**src/rtl/nvm_pkg.sv**
```systemverilog
// Package: shared register offsets, control bit positions, unlock keys
// and the unlock-sequence state type for the access controller.
package nvm_pkg;
    localparam int REG_W = 8;

    localparam logic [2:0] OFS_CTRL = 3'd0;
    localparam logic [2:0] OFS_UNLK = 3'd1;
    localparam logic [2:0] OFS_DLO  = 3'd2;
    localparam logic [2:0] OFS_DHI  = 3'd3;
    localparam logic [2:0] OFS_ALO  = 3'd4;
    localparam logic [2:0] OFS_AHI  = 3'd5;

    localparam int B_RD   = 0;
    localparam int B_WR   = 1;
    localparam int B_WEN  = 2;
    localparam int B_ERR  = 3;
    localparam int B_DONE = 4;
    localparam int B_SEL  = 7;

    localparam logic [REG_W-1:0] KEY_FIRST  = 8'h55;
    localparam logic [REG_W-1:0] KEY_SECOND = 8'hAA;

    typedef enum logic [1:0] {
        UNL_IDLE  = 2'd0,
        UNL_HALF  = 2'd1,
        UNL_ARMED = 2'd2
    } unl_state_t;
endpackage

```
**src/rtl/nvm_unlock_seq.sv**
```systemverilog
// Unlock sequencer: tracks the two-key write-unlock order.
// Assumes: reg_wr is a one-cycle strobe; any register write other than
// the keys in order (including the consuming control write) disarms.
module nvm_unlock_seq
    import nvm_pkg::*;
(
    input  logic             clk,
    input  logic             por_n,
    input  logic             rst_n,
    input  logic             reg_wr,
    input  logic             to_unlock,
    input  logic [REG_W-1:0] wdata,
    output logic             armed
);
    unl_state_t state;

    // Advance on key writes, fall back to idle on anything else.
    always_ff @(posedge clk) begin
        if (!por_n || !rst_n) begin
            state <= UNL_IDLE;
        end else if (reg_wr) begin
            if (to_unlock && wdata == KEY_FIRST)
                state <= UNL_HALF;
            else if (to_unlock && wdata == KEY_SECOND && state == UNL_HALF)
                state <= UNL_ARMED;
            else
                state <= UNL_IDLE;
        end
    end

    assign armed = (state == UNL_ARMED);
endmodule

```
**src/rtl/nvm_wr_timer.sv**
```systemverilog
// Write timer: holds busy for a fixed number of clocks per write.
// Assumes: start is only raised while idle; either reset aborts.
module nvm_wr_timer #(
    parameter int WR_CYCLES = 8
) (
    input  logic clk,
    input  logic por_n,
    input  logic rst_n,
    input  logic start,
    output logic busy,
    output logic finish
);
    localparam int CW = (WR_CYCLES > 2) ? $clog2(WR_CYCLES) : 1;
    localparam logic [CW-1:0] LAST = CW'(WR_CYCLES - 1);

    logic [CW-1:0] cnt;

    // Count the write period and drop busy on its last cycle.
    always_ff @(posedge clk) begin
        if (!por_n || !rst_n) begin
            busy <= 1'b0;
            cnt  <= '0;
        end else if (start) begin
            busy <= 1'b1;
            cnt  <= '0;
        end else if (busy) begin
            if (cnt == LAST) busy <= 1'b0;
            else             cnt  <= cnt + 1'b1;
        end
    end

    assign finish = busy && (cnt == LAST);

    p_cnt_bound_r7: assert property (@(posedge clk) disable iff (!por_n || !rst_n)
        busy |-> (cnt <= LAST));
    p_busy_holds_r7: assert property (@(posedge clk) disable iff (!por_n || !rst_n)
        (busy && !finish) |=> busy);
    p_finish_drops_r7: assert property (@(posedge clk) disable iff (!por_n || !rst_n)
        (finish && !start) |=> !busy);
endmodule

```
**src/rtl/nvm_data_array.sv**
```systemverilog
// Data store: byte array with one synchronous write port and a
// combinational read port. Has no reset; contents are nonvolatile.
module nvm_data_array #(
    parameter int AW = 8,
    parameter int DW = 8
) (
    input  logic          clk,
    input  logic          we,
    input  logic [AW-1:0] waddr,
    input  logic [DW-1:0] wdata,
    input  logic [AW-1:0] raddr,
    output logic [DW-1:0] rdata
);
    localparam int DEPTH = 1 << AW;

    logic [DW-1:0] cells [DEPTH];

    // Erase-and-store of one byte, done as a single update.
    always_ff @(posedge clk) begin
        if (we) cells[waddr] <= wdata;
    end

    assign rdata = cells[raddr];
endmodule

```
**src/rtl/nvm_prog_rom.sv**
```systemverilog
// Program store: read-only word array whose contents are computed from
// the address as (a*MULT + OFFS) mod 2^WORD_W, so no table is kept.
module nvm_prog_rom #(
    parameter int          AW     = 12,
    parameter int          WORD_W = 14,
    parameter logic [13:0] MULT   = 14'd37,
    parameter logic [13:0] OFFS   = 14'h155
) (
    input  logic [AW-1:0]     addr,
    output logic [WORD_W-1:0] word
);
    logic [WORD_W-1:0] a_ext;

    // Widen the address and form the stored word.
    always_comb begin
        a_ext = WORD_W'(addr);
        word  = a_ext * WORD_W'(MULT) + WORD_W'(OFFS);
    end
endmodule

```
**src/rtl/nvm_access_ctrl.sv**
```systemverilog
// Top: register bank giving a processor indirect access to a byte data
// store (read/write) and a word program store (read only).
// Assumes: reg_we is a one-cycle strobe; por_n outranks rst_n; address
// and data registers are not changed by software while a write is busy.
module nvm_access_ctrl
    import nvm_pkg::*;
#(
    parameter int DATA_AW   = 8,
    parameter int PROG_AW   = 12,
    parameter int WORD_W    = 14,
    parameter int WR_CYCLES = 8
) (
    input  logic             clk,
    input  logic             por_n,
    input  logic             rst_n,
    input  logic [2:0]       reg_addr,
    input  logic             reg_we,
    input  logic [REG_W-1:0] reg_wdata,
    output logic [REG_W-1:0] reg_rdata,
    output logic             irq_done
);
    localparam int HI_W = WORD_W - REG_W;
    localparam int AH_W = PROG_AW - REG_W;

    logic [REG_W-1:0]  dlo, alo;
    logic [HI_W-1:0]   dhi;
    logic [AH_W-1:0]   ahi;
    logic              rd_go, wr_ena, err, done_flag, sel_prog;
    logic              armed, wr_busy, wr_finish, wr_start, rd_start;
    logic              ctrl_wr, mem_we;
    logic [REG_W-1:0]  mem_rdata;
    logic [WORD_W-1:0] rom_word;

    assign ctrl_wr  = reg_we && (reg_addr == OFS_CTRL);
    assign wr_start = ctrl_wr && reg_wdata[B_WR] && reg_wdata[B_WEN]
                      && !reg_wdata[B_SEL] && armed && !wr_busy;
    assign rd_start = ctrl_wr && reg_wdata[B_RD] && !wr_busy && !wr_start && !rd_go;
    assign mem_we   = wr_finish && rst_n && por_n;

    nvm_unlock_seq u_unlock (
        .clk       (clk),
        .por_n     (por_n),
        .rst_n     (rst_n),
        .reg_wr    (reg_we),
        .to_unlock (reg_addr == OFS_UNLK),
        .wdata     (reg_wdata),
        .armed     (armed)
    );

    nvm_wr_timer #(.WR_CYCLES(WR_CYCLES)) u_timer (
        .clk    (clk),
        .por_n  (por_n),
        .rst_n  (rst_n),
        .start  (wr_start),
        .busy   (wr_busy),
        .finish (wr_finish)
    );

    nvm_data_array #(.AW(DATA_AW), .DW(REG_W)) u_data (
        .clk   (clk),
        .we    (mem_we),
        .waddr (alo[DATA_AW-1:0]),
        .wdata (dlo),
        .raddr (alo[DATA_AW-1:0]),
        .rdata (mem_rdata)
    );

    nvm_prog_rom #(.AW(PROG_AW), .WORD_W(WORD_W)) u_rom (
        .addr ({ahi, alo}),
        .word (rom_word)
    );

    // Control bits: software-settable starts, write-0-to-clear flags.
    always_ff @(posedge clk) begin
        if (!por_n) begin
            rd_go     <= 1'b0;
            wr_ena    <= 1'b0;
            sel_prog  <= 1'b0;
            err       <= 1'b0;
            done_flag <= 1'b0;
        end else if (!rst_n) begin
            rd_go    <= 1'b0;
            wr_ena   <= 1'b0;
            sel_prog <= 1'b0;
            err      <= err | wr_busy;
        end else begin
            if (ctrl_wr) begin
                wr_ena   <= reg_wdata[B_WEN];
                sel_prog <= reg_wdata[B_SEL];
                err      <= err & reg_wdata[B_ERR];
            end
            if (wr_finish)    done_flag <= 1'b1;
            else if (ctrl_wr) done_flag <= done_flag & reg_wdata[B_DONE];
            if (rd_start)     rd_go <= 1'b1;
            else              rd_go <= 1'b0;
        end
    end

    // Address and data registers: software writes, read results; kept on warm reset.
    always_ff @(posedge clk) begin
        if (!por_n) begin
            dlo <= '0;
            dhi <= '0;
            alo <= '0;
            ahi <= '0;
        end else if (rst_n) begin
            if (reg_we && reg_addr == OFS_ALO) alo <= reg_wdata;
            if (reg_we && reg_addr == OFS_AHI) ahi <= reg_wdata[AH_W-1:0];
            if (rd_go && sel_prog) begin
                {dhi, dlo} <= rom_word;
            end else if (rd_go) begin
                dlo <= mem_rdata;
            end else begin
                if (reg_we && reg_addr == OFS_DLO) dlo <= reg_wdata;
                if (reg_we && reg_addr == OFS_DHI) dhi <= reg_wdata[HI_W-1:0];
            end
        end
    end

    // Register read multiplexer; the unlock port has no storage.
    always_comb begin
        reg_rdata = '0;
        case (reg_addr)
            OFS_CTRL: begin
                reg_rdata[B_RD]   = rd_go;
                reg_rdata[B_WR]   = wr_busy;
                reg_rdata[B_WEN]  = wr_ena;
                reg_rdata[B_ERR]  = err;
                reg_rdata[B_DONE] = done_flag;
                reg_rdata[B_SEL]  = sel_prog;
            end
            OFS_DLO: reg_rdata = dlo;
            OFS_DHI: reg_rdata = REG_W'(dhi);
            OFS_ALO: reg_rdata = alo;
            OFS_AHI: reg_rdata = REG_W'(ahi);
            default: reg_rdata = '0;
        endcase
    end

    assign irq_done = done_flag;

    p_rd_one_cycle_r2: assert property (@(posedge clk) disable iff (!por_n || !rst_n)
        rd_go |=> !rd_go);
    p_start_needs_key_r6: assert property (@(posedge clk) disable iff (!por_n || !rst_n)
        $rose(wr_busy) |-> $past(armed));
    p_start_needs_enable_r5: assert property (@(posedge clk) disable iff (!por_n || !rst_n)
        $rose(wr_busy) |-> wr_ena);
    p_prog_never_written_r11: assert property (@(posedge clk) disable iff (!por_n || !rst_n)
        $rose(wr_busy) |-> !sel_prog);
    p_done_after_finish_r7: assert property (@(posedge clk) disable iff (!por_n || !rst_n)
        wr_finish |=> done_flag);
    p_abort_flags_r9: assert property (@(posedge clk) disable iff (!por_n)
        (!rst_n && wr_busy) |=> (err && !wr_busy));
endmodule

```
**config.mk**
```make
export PLATFORM = sky130hd
export DESIGN_NAME = nvm_access_ctrl
export DESIGN_NICKNAME = d
export VERILOG_FILES = /design/src/rtl/nvm_pkg.sv /design/src/rtl/nvm_unlock_seq.sv /design/src/rtl/nvm_wr_timer.sv /design/src/rtl/nvm_data_array.sv /design/src/rtl/nvm_prog_rom.sv /design/src/rtl/nvm_access_ctrl.sv
export SDC_FILE = /design/constraint.sdc
export NUM_CORES = 2
export LEC_CHECK = 0
export BUFFER_PORTS_ARGS = -buffer_cell sky130_fd_sc_hd__buf_2
export CORE_ASPECT_RATIO = 1.5
export CORE_MARGIN = 2
export CORE_UTILIZATION = 55
export CTS_CLUSTER_SIZE = 30
export DETAILED_ROUTE_END_ITERATION = 7
export HOLD_SLACK_MARGIN = 0.02
export PLACE_DENSITY = 0.7
export SLEW_MARGIN = 20
export SYNTH_ARGS = -nofsm -noshare
export SYNTH_HDL_FRONTEND = slang
export SYNTH_SLANG_ARGS = --single-unit
```
**constraint.sdc**
```tcl
create_clock -name clk -period 9.7 [get_ports clk]
set_clock_uncertainty 0.05 [all_clocks]
set_input_delay 2.91 -clock clk [delete_from_list [all_inputs] [get_ports clk]]
set_output_delay 2.91 -clock clk [all_outputs]
set_load 0.1 [all_outputs]
```
==> flow_metrics.env <==
export IMPL_status="finished, final reports clean"
export IMPL_critPathTopFamily="buffers and inverters"
export IMPL_cpMostUsedCell="buf_2"
export IMPL_cp_slowest_cell="buf_2"
export IMPL_end_kind="primary output"
export IMPL_drive_gt1_share_pct=22.1
export IMPL_cp_slowest_stage_delay_ns=0.45
export IMPL_worst_slew_pin_slew_ns=1.16
export IMPL_wl_per_cell_um=35.2
export IMPL_cts_hold_fix_buffers=0
export IMPL_cts_setup_buffers=0
export IMPL_clock_fmax_ghz=0.137
export IMPL_drcViolationCount=0
export IMPL_grt_pass1_vias=42400
export IMPL_rsz0062_at_grt="false"
export IMPL_synth_area_um2=82900
export IMPL_peakVddDrop_mv=0.193
export IMPL_antenna_found_initial=7
export IMPL_synthesis_nets=4102
export IMPL_path_clk_slew_ns=0.06
export IMPL_drtIter0Drc=5543
export IMPL_reg2reg_slack_ns=4.94
export IMPL_arrival_ns=4.32
export IMPL_cts_tree="yes"
export IMPL_yosys_warnings=0
export IMPL_root_buffer="clkbuf_16"
export IMPL_nFillCells=10400
export IMPL_hold_end="err"
export IMPL_wl_mm=217
export IMPL_fp_dieH_um=480
export IMPL_cts_sinks=2093
export IMPL_hold_path_class="register to register"
export IMPL_die_w_um=321
export IMPL_gp_congestion=0.941
export IMPL_hold_viol_final=0
export IMPL_stdcell_area_um2=90700
export IMPL_multi_input_area_um2=19100
export IMPL_portBuffers=23
export IMPL_slew_viol_final=0
export IMPL_fin_crit_ns=7.28
export IMPL_synth_edf_count=2048
export IMPL_crit_chain="buf_2 > nor2b_1 > a21oi_1 > o21ai_0 > buf_2"
export IMPL_netlist_instances=4037
export IMPL_synth_area_per_cell_um2=20.5
export IMPL_async_reset_ff_share_pct=0
export IMPL_r2r_cells=8
export IMPL_dieArea_um2=154000
export IMPL_crit_buf_inv=2
export IMPL_yosysSeqAreaShare_pct=75.2
export IMPL_path_max_fanout=14
export IMPL_drt_pass1_iter_count=7
export IMPL_cts_buffer_depth=3
export IMPL_finalSetupViolCount=0
export IMPL_core_area_um2=150000
export IMPL_grt_first_pass_wirelength_mm=309
export IMPL_critPathRequiredTime_ns=6.74
export IMPL_power_per_cell_area_nw_per_um2=189
export IMPL_setup_worst_path_class="primary input to primary output"
export IMPL_nets=4156
export IMPL_syn2layout_area_growth_pct=9.41
export IMPL_clk_latency_ns=0.82
export IMPL_cap_viol_max_count=0
export IMPL_via_per_inst=6.79
export IMPL_htreeDepth=4
export IMPL_p_total_w=0.0172
export IMPL_yosys_top_cells_area="edfxtp_1 74%, mux4_2 14%, nor2_1 1.4%"
export IMPL_ys_flop_type="edfxtp_1"
export IMPL_whs_path_depth=2
export IMPL_initial_core_util_pct=55.4
export IMPL_synth_cell_types=72
export IMPL_max_slew_margin_pct=22.3
export IMPL_track_usage_pct=28.4
export IMPL_synth_seq_cells=2093
export IMPL_seq_area_um2=62400
export IMPL_rows=174
export IMPL_post_route_period_util_pct=75.1
export IMPL_hp_start="err"
export IMPL_r2r_end="dlo[6]"
export IMPL_numCtsBuffers=179
export IMPL_ctsResizeCount=0
export IMPL_placed_area_um2=85000
export IMPL_overflow=0
export IMPL_hpwl_mm=133
export IMPL_ant_nets=0
export IMPL_synth_top_area_share_pct=74.1
export IMPL_leakage_nw=27.2
export IMPL_grt_max_degree=209
export IMPL_cp_start_kind="primary input"
export IMPL_synth_largest_area_cell="edfxtp_1"
export IMPL_ios=24
export IMPL_setup_tns_ns=0
export IMPL_vias=42000
[layout by cell type, fill, tap and decap left out, drive strengths merged, types with 13 or more instances in the layout]
| cell type | synthesis | layout |
|---|---|---|
| nor3 | 23 | 23 |
| o21ai | 38 | 38 |
| nor2b | 53 | 53 |
| mux2i | 115 | 115 |
| o211ai | 20 | 20 |
| nor2 | 316 | 316 |
| bufinv | 0 | 13 |
| a21oi | 52 | 52 |
| and2 | 16 | 16 |
| inv | 38 | 42 |
| buf | 145 | 109 |
| a31oi | 20 | 20 |
| ha | 40 | 40 |
| nand3 | 33 | 33 |
| mux4 | 526 | 526 |
| o22ai | 33 | 33 |
| dfxtp | 45 | 45 |
| a22oi | 44 | 44 |
| edfxtp | 2048 | 2048 |
| nand2 | 110 | 110 |
| nand2b | 20 | 20 |
| mux2 | 25 | 25 |
| clkbuf | 91 | 218 |
| a2111oi | 13 | 13 |
| clkinv | 2 | 88 |
| nand4 | 13 | 13 |
| a211oi | 33 | 33 |
[metrics by stage]
stage / cells / hold slack (ns) / util [%] / setup slack [ns]
3_5_place_dp: 5844 / 0.435 / 56.7 / 2.44
4_1_cts: 6170 / 0.447 / 60.6 / 2.44
5_1_grt: 6173 / 0.474 / 60.6 / 2.30
3_3_place_gp: 5844 / 0.429 / 56.7 / 2.45
6_report: 6174 / 0.451 / 60.6 / 2.42
2_1_floorplan: 4037 / 0.407 / - / 0.555
[cell usage after synthesis, types with 6 or more instances]
master,number
nand2b_1,20
dfxtp_1,45
nor2_1,316
buf_6,16
a211oi_1,33
o31ai_1,8
nand2_1,110
a2111oi_0,12
mux4_2,526
ha_1,40
a22oi_1,44
xnor2_1,11
or3_1,7
a31oi_1,20
nor2b_1,53
mux2_2,25
nand4_1,13
o22ai_1,33
mux2i_1,115
fa_1,10
a21oi_1,52
buf_2,71
a22o_1,7
inv_1,37
o211ai_1,20
a211o_1,6
buf_1,12
nand3_1,33
and2_1,16
o221ai_1,7
nor3_1,23
o21ai_0,33
o2111ai_1,7
buf_4,41
edfxtp_1,2048
clkbuf_1,91
[worst reg2reg max path, stage by stage (launching register included)]
cell and delay (ns):
dfxtp_4 0.76, buf_4 0.74, buf_4 0.80, mux4_2 0.71
a22o_1 0.21, o21ai_1 0.64, o31ai_1 0.31, o31ai_1 0.31
o41ai_1 0.09
[layer usage]
layer | share of wire [%] | vias to the layer above | global-route usage, %
met3 | 8.5 | 517 | 4.85
met5 | 0.0055 | - | 0
met2 | 50 | 2426 | 47.3
met1 | 35 | 22200 | 36.1
li1 | - | 16800 | -
met4 | 6.2 | 2 | 15.4
[logic make-up after synthesis]
group	count (synthesis)	synth area share (%)
AOI/OAI and AO/OA	324	2.70
xor gates and xnor gates	15	0.158
adders and majority gates	50	0.845
buffers and inverters	276	1.76
DFF	2093	75.2
muxes	666	16.0
and+or+nand+nor	613	3.29
[sequential cells by signal (all words and copies together), names as in the netlist, named ones only]
signal	cells
u_data.cells	2048
alo	8
dlo	8
dhi	6
ahi	4
u_timer.cnt	3
u_unlock.state	2
err	1
irq_done	1
rd_go	1
sel_prog	1
u_timer.busy	1
wr_ena	1
[where the power goes]
part / total [W] / switching [W] / internal, W
clock network: 0.00706 / 0.00324 / 0.00382
registers: 0.00985 / 0.0000198 / 0.00983
logic: 0.000251 / 0.000175 / 0.0000757
total: 0.0172 / 0.00343 / 0.0137
[cell type report]
| type | count | share of cell area (%) |
|---|---|---|
| Sequential cell | 2093 | 68.8 |
| Tap cell | 1936 | 2.67 |
| Clock buffer | 218 | 5.18 |
| Inverter | 40 | 0.167 |
| Timing Repair Buffer | 109 | 0.975 |
| Antenna cell | 2 | 0.00552 |
| Clock inverter | 108 | 1.12 |
| Multi-Input combinational cell | 1668 | 21.1 |
[worst max path at each step]
stage	to	start	slack, ns	cells past startpoint
3_5_place_dp	reg_rdata[4]	reg_addr[1]	2.44	5
3_3_place_gp	reg_rdata[3]	reg_addr[1]	2.45	5
6_report	reg_rdata[4]	reg_addr[1]	2.42	5
2_1_floorplan	reg_rdata[0]	dlo[0]	0.55	3
5_1_grt	reg_rdata[4]	reg_addr[1]	2.30	5
4_1_cts	reg_rdata[4]	reg_addr[1]	2.44	5
Power figures use the tool's default switching activity.
